===== config.mk =====
export PLATFORM = sky130hd
export DESIGN_NAME = pkt_dispatch_seq
export DESIGN_NICKNAME = d
export VERILOG_FILES = /design/src/rtl/pkt_seq_pkg.sv /design/src/rtl/seq_next_logic.sv /design/src/rtl/seq_enable_dec.sv /design/src/rtl/pkt_dispatch_seq.sv
export SDC_FILE = /design/constraint.sdc
export NUM_CORES = 1
export LEC_CHECK = 0
export CAP_MARGIN = 40
export CORE_MARGIN = 3
export CORE_UTILIZATION = 35
export DETAILED_ROUTE_END_ITERATION = 16
export PLACE_DENSITY = 0.83
export SETUP_SLACK_MARGIN = 0.3
export SLEW_MARGIN = 20
export SYNTH_ARGS = -nofsm -noshare
export SYNTH_HDL_FRONTEND = slang
export SYNTH_SLANG_ARGS = --single-unit

===== constraint.sdc =====
create_clock -name clk -period 1.9 [get_ports clk]
set_input_delay 0.285 -clock clk [delete_from_list [all_inputs] [get_ports clk]]
set_output_delay 0.285 -clock clk [all_outputs]
set_load 0.05 [all_outputs]

===== src/rtl/pkt_seq_pkg.sv =====
package pkt_seq_pkg;

  localparam int STATE_W = 3;
  localparam int BYTE_W  = 8;

  typedef enum logic [STATE_W-1:0] {
    ST_HARD_RST = 3'b000,
    ST_SOFT_RST = 3'b001,
    ST_IDLE     = 3'b010,
    ST_READ     = 3'b011,
    ST_QUERY    = 3'b100,
    ST_TX_STAT  = 3'b101,
    ST_PROGRAM  = 3'b110,
    ST_TX_DAC   = 3'b111
  } seq_state_e;

  localparam logic [BYTE_W-1:0] TYPE_RESET   = 8'h52;
  localparam logic [BYTE_W-1:0] TYPE_QUERY   = 8'h51;
  localparam logic [BYTE_W-1:0] TYPE_PROGRAM = 8'h50;

  // Successor that a unit is allowed to hand over to.
  // Idle and reader phases are resolved by the sequencer itself.
  function automatic seq_state_e legal_succ(seq_state_e cur);
    case (cur)
      ST_HARD_RST, ST_SOFT_RST: legal_succ = ST_QUERY;
      ST_QUERY:                 legal_succ = ST_TX_STAT;
      ST_PROGRAM:               legal_succ = ST_TX_DAC;
      ST_TX_STAT, ST_TX_DAC:    legal_succ = ST_IDLE;
      default:                  legal_succ = cur;
    endcase
  endfunction

  function automatic logic unit_driven(seq_state_e cur);
    unit_driven = (cur != ST_IDLE) && (cur != ST_READ);
  endfunction

endpackage


===== src/rtl/seq_next_logic.sv =====
module seq_next_logic
  import pkt_seq_pkg::*;
#(
  parameter int                 N_UNITS   = 8,
  parameter logic [BYTE_W-1:0]  BOARD_LOC = 8'h05
) (
  input  seq_state_e                  cur_state,
  input  logic [N_UNITS-1:0]          unit_done,
  input  logic [N_UNITS*STATE_W-1:0]  unit_next,
  input  logic                        rx_pending,
  input  logic                        hdr_valid,
  input  logic [BYTE_W-1:0]           hdr_loc,
  input  logic [BYTE_W-1:0]           hdr_type,
  output seq_state_e                  nxt_state,
  output logic                        load
);

  logic [STATE_W-1:0] sel_prop;
  logic               sel_done;
  seq_state_e         succ;
  seq_state_e         dispatch;

  // Multiplexer over the units: only the enabled unit is looked at.
  always_comb begin
    sel_prop = unit_next[cur_state*STATE_W +: STATE_W];
    sel_done = unit_done[cur_state];
    succ     = legal_succ(cur_state);
  end

  // Packet-type decision for the reader phase.
  always_comb begin
    dispatch = ST_IDLE;
    if (hdr_loc == BOARD_LOC) begin
      case (hdr_type)
        TYPE_RESET:   dispatch = ST_SOFT_RST;
        TYPE_QUERY:   dispatch = ST_QUERY;
        TYPE_PROGRAM: dispatch = ST_PROGRAM;
        default:      dispatch = ST_IDLE;
      endcase
    end
  end

  always_comb begin
    nxt_state = cur_state;
    load      = 1'b0;
    case (cur_state)
      ST_IDLE: begin
        if (rx_pending) begin
          nxt_state = ST_READ;
          load      = 1'b1;
        end
      end
      ST_READ: begin
        if (hdr_valid) begin
          nxt_state = dispatch;
          load      = 1'b1;
        end
      end
      default: begin
        if (unit_driven(cur_state) && sel_done && (sel_prop == succ)) begin
          nxt_state = succ;
          load      = 1'b1;
        end
      end
    endcase
  end

endmodule


===== src/rtl/seq_enable_dec.sv =====
module seq_enable_dec
  import pkt_seq_pkg::*;
#(
  parameter int N_UNITS = 8
) (
  input  logic               clk,
  input  logic               rst_n,
  input  seq_state_e         cur_state,
  output logic [N_UNITS-1:0] unit_en,
  output logic [N_UNITS-1:0] unit_go
);

  logic [N_UNITS-1:0] en_prev_q;
  logic [N_UNITS-1:0] en_prev_d;

  for (genvar g = 0; g < N_UNITS; g++) begin : g_dec
    assign unit_en[g] = (cur_state == seq_state_e'(g));
    assign unit_go[g] = unit_en[g] & ~en_prev_q[g];
  end

  always_comb en_prev_d = unit_en;

  always_ff @(posedge clk or negedge rst_n) begin
    if (!rst_n) en_prev_q <= '0;
    else        en_prev_q <= en_prev_d;
  end

endmodule


===== src/rtl/pkt_dispatch_seq.sv =====
module pkt_dispatch_seq
  import pkt_seq_pkg::*;
#(
  parameter logic [7:0] BOARD_LOC = 8'h05,
  localparam int        N_UNITS   = 1 << STATE_W
) (
  input  logic                       clk,
  input  logic                       rst_n,
  input  logic [N_UNITS-1:0]         unit_done,
  input  logic [N_UNITS*STATE_W-1:0] unit_next,
  input  logic                       rx_pending,
  input  logic                       hdr_valid,
  input  logic [BYTE_W-1:0]          hdr_loc,
  input  logic [BYTE_W-1:0]          hdr_type,
  output logic [STATE_W-1:0]         state,
  output logic [N_UNITS-1:0]         unit_en,
  output logic [N_UNITS-1:0]         unit_go
);

  // Reset: asynchronous assert, synchronous release.
  logic [1:0] rst_sync_q;
  logic       rst_n_int;

  always_ff @(posedge clk or negedge rst_n) begin
    if (!rst_n) rst_sync_q <= 2'b00;
    else        rst_sync_q <= {rst_sync_q[0], 1'b1};
  end
  assign rst_n_int = rst_sync_q[1];

  seq_state_e state_q;
  seq_state_e state_d;
  logic       state_ld;

  seq_next_logic #(
    .N_UNITS  (N_UNITS),
    .BOARD_LOC(BOARD_LOC)
  ) u_next (
    .cur_state (state_q),
    .unit_done (unit_done),
    .unit_next (unit_next),
    .rx_pending(rx_pending),
    .hdr_valid (hdr_valid),
    .hdr_loc   (hdr_loc),
    .hdr_type  (hdr_type),
    .nxt_state (state_d),
    .load      (state_ld)
  );

  always_ff @(posedge clk or negedge rst_n_int) begin
    if (!rst_n_int)    state_q <= ST_HARD_RST;
    else if (state_ld) state_q <= state_d;
  end

  seq_enable_dec #(
    .N_UNITS(N_UNITS)
  ) u_dec (
    .clk      (clk),
    .rst_n    (rst_n_int),
    .cur_state(state_q),
    .unit_en  (unit_en),
    .unit_go  (unit_go)
  );

  assign state = state_q;

endmodule


==> run metrics <==
status=finished, violations left; failing checks=setup timing; initial core utilization=0.374; synth unique cells=46; final hold vios=0; die width=57.7 µm; min-delay worst type=input port to asynchronous set/reset pin; port buffer count=64; Top-Level Pins=71; WHS=0.140 ns; Top FF cell, synth=dfrtp_1; GR Layer Usage met1=0.303; post-synth design cell area=936 µm²; Final nets=~250; Clock Sinks=13; Synth Register Bits=13; Worst EP required=approximately 2.1 ns; sequential element share of the synthesized area=0.348; # diodes=0; relative slew slack=0.635; CTS tree=built; Slew Limit Fails=0; total track usage=0.272; met3 usage=0.0379; ys async rst share=1.00; Final HPWL DP=2870 µm; via count=1326; Crit. End Element=flip-flop; final setup margin=-0.117 ns; CTS Hold Bufs=0; number of flops mapped to enable cells by yosys=0; Sequential Power Share=0.130; skew final=0.00430 ns; via/cell ratio=5.97; Startpoint Class=input port; P_int=0.00205 W; Worst-Skew Late Latency=about 0.3 ns; pin count of the biggest net entering global routing=12; commonest non-fill, non-tap cells in the layout=clkdlybuf4s50_1 (45), buf_4 (24), buf_12 (22), dfrtp_1 (10), nor2_4 (6); Sw Share=0.481; maximum VDD drop=approximately 1.7 mV; Tmin final=approximately 2.0 ns; area grow syn2layout=146%; part of the power in combinational logic=0.820; Crit Path Category=input port to flip-flop; Leakage=0.941 nW; commonest non-fill, non-tap cell in the layout=clkdlybuf4s50_1; post-route ant nets=0; RSZ-0062 raised after global routing=yes; period utilisation layout=1.06; DRC errors left=0; root buffer cell=clkbuf_4; row count=18; GPL Wtd Cong=0.725; GRT met2 Usage=0.485; switching power=0.00190 W; Syn Inst Count=slightly below 100; antenna violations before repair=0; Detailed Route WL=5480 µm; Die H=57.7 µm; pwr/cell area=1720 nW/µm²; Core Footprint=approximately 2500 µm²; Worst Path Arrival=2.21 ns; TritonRoute pass-1 iters=4; layout cells sized above 1=0.490; Final TNS setup=-0.201 ns; Worst-path clk slew=0.10 ns; Max Freq=0.496 GHz; syn nets=150; Max Root-Sink Buffers=2; total grt overflow=0; Setup violations, final=4; GRT busiest layer=met2; DRT iter0 DRCs=73; Synth Warn #=0; Tightest Pin Transition=0.548 ns; Max FO, Critical Path=3; area of the die=3330 µm²; Num CTS Buffers=3; routed length per placed instance=around 25 µm; H-Tree Depth=1; first-pass GRT wire length=roughly 6900 µm; Clock Power Share=0.050; Syn Area/Cell=9.55 µm²; maxcap violations=0; vias in the first global route=about 1.4k
==> metrics by stage <==
stage                     cells  worst slack [ns]  instance area, µm²   util  total power [W]
final                       222            -0.117                2300  0.921          0.00396
after global routing        222            -0.217                2300  0.921          0.00407
after CTS                   214            0.0630                2180  0.873          0.00352
after detailed placement    190            -0.103                1940  0.774          0.00291
after global placement      190            0.0242                1940  0.774          0.00282
after floorplan              98         -0.000966                1140      -          0.00210
==> final timing paths <==
check	start	endpoint	slack [ns]	cells past startpoint
max	hdr_loc[0]	state[2]$_DFFE_PN0P_	-0.12	6
min	rst_n	rst_sync_q[1]$_DFF_PN0_	0.14	1
max reg2reg	state[1]$_DFFE_PN0P_	state[2]$_DFFE_PN0P_	-0.05	7
min reg2reg	rst_sync_q[1]$_DFF_PN0_	u_dec.en_prev_q[4]$_DFF_PN0_	0.23	0
max in group asynchronous	rst_sync_q[1]$_DFF_PN0_	state[0]$_DFFE_PN0P_	1.26	0
min in group clk	rst_sync_q[0]$_DFF_PN0_	rst_sync_q[1]$_DFF_PN0_	0.37	0
==> worst max-delay path: stages <==
cell and delay (ns):
clkdlybuf4s50_1 0.46, nor4bb_1 0.36, nand4_1 0.24, nor3_1 0.43
o221ai_1 0.24, o211ai_1 0.19
==> cell type report <==
cell class              instances  area, µm²
clock buffers                   4       26.3
fillers                        86        196
inverters                       5       26.3
multi-input cells              73        733
flip-flops and latches         13        334
well taps                      30       37.5
repair buffers                 97       1150
==> metal layers <==
| layer | share of wire | routed length [µm] |
|---|---|---|
| met4 | 0.067 | 369 |
| met3 | 0.069 | 378 |
| met2 | 0.52 | 2860 |
| met1 | 0.34 | 1870 |
| met5 | 0 | 0 |
==> cells in the mapped netlist, types with 2 or more instances <==
cell type / instances / area [µm²]
nor2_1: 8 / 30.0
nand3_1: 3 / 15.0
nand3b_1: 2 / 15.0
dfrtp_1: 13 / 325
mux2i_1: 4 / 40.0
nand2b_1: 2 / 12.5
a31oi_1: 2 / 12.5
nor3b_1: 2 / 15.0
nand4_1: 2 / 12.5
nand2_1: 3 / 11.3
buf_4: 3 / 22.5
o22ai_1: 3 / 18.8
nor3_1: 6 / 30.0
nor4b_1: 3 / 26.3
inv_1: 5 / 18.8
a211oi_2: 2 / 25.0
buf_6: 3 / 33.8
nor2b_1: 3 / 18.8
a21oi_1: 2 / 10.0
==> cell families (layout without fill, tap and decap cells) <==
| group | count (synthesis) | after routing | share of synthesized area |
|---|---|---|---|
| flip-flops | 13 | 13 | 0.348 |
| AO/OA/AOI/OAI | 22 | 22 | 0.201 |
| buffers and inverters | 12 | 106 | 0.0882 |
| multiplexers | 5 | 5 | 0.0548 |
| AND/OR/NAND/NOR | 44 | 44 | 0.295 |
| other | 1 | 1 | 0.00401 |
| XOR/XNOR | 1 | 1 | 0.00936 |
==> flip-flops by register name, indices dropped and copies added, names as in the netlist <==
signal / count
u_dec.en_prev_q: 8
state: 3
rst_sync_q: 2
==> power by group through the flow <==
stage	Combinational (W)	Sequential [W]	Clock, W
after floorplan	0.00157	0.000534	0
after global placement	0.00226	0.000565	0
after detailed placement	0.00234	0.000570	0
after CTS	0.00287	0.000472	0.000179
after global routing	0.00335	0.000519	0.000199
final	0.00324	0.000514	0.000199
==> timing repair <==
action                                  4_1_cts  5_1_grt
pin swaps                                    16        9
endpoints found under the setup margin       19       19
endpoints found under the hold margin         0        0
resized for setup                            14       14
setup buffers                                20        8
Power figures use the tool's default switching activity.
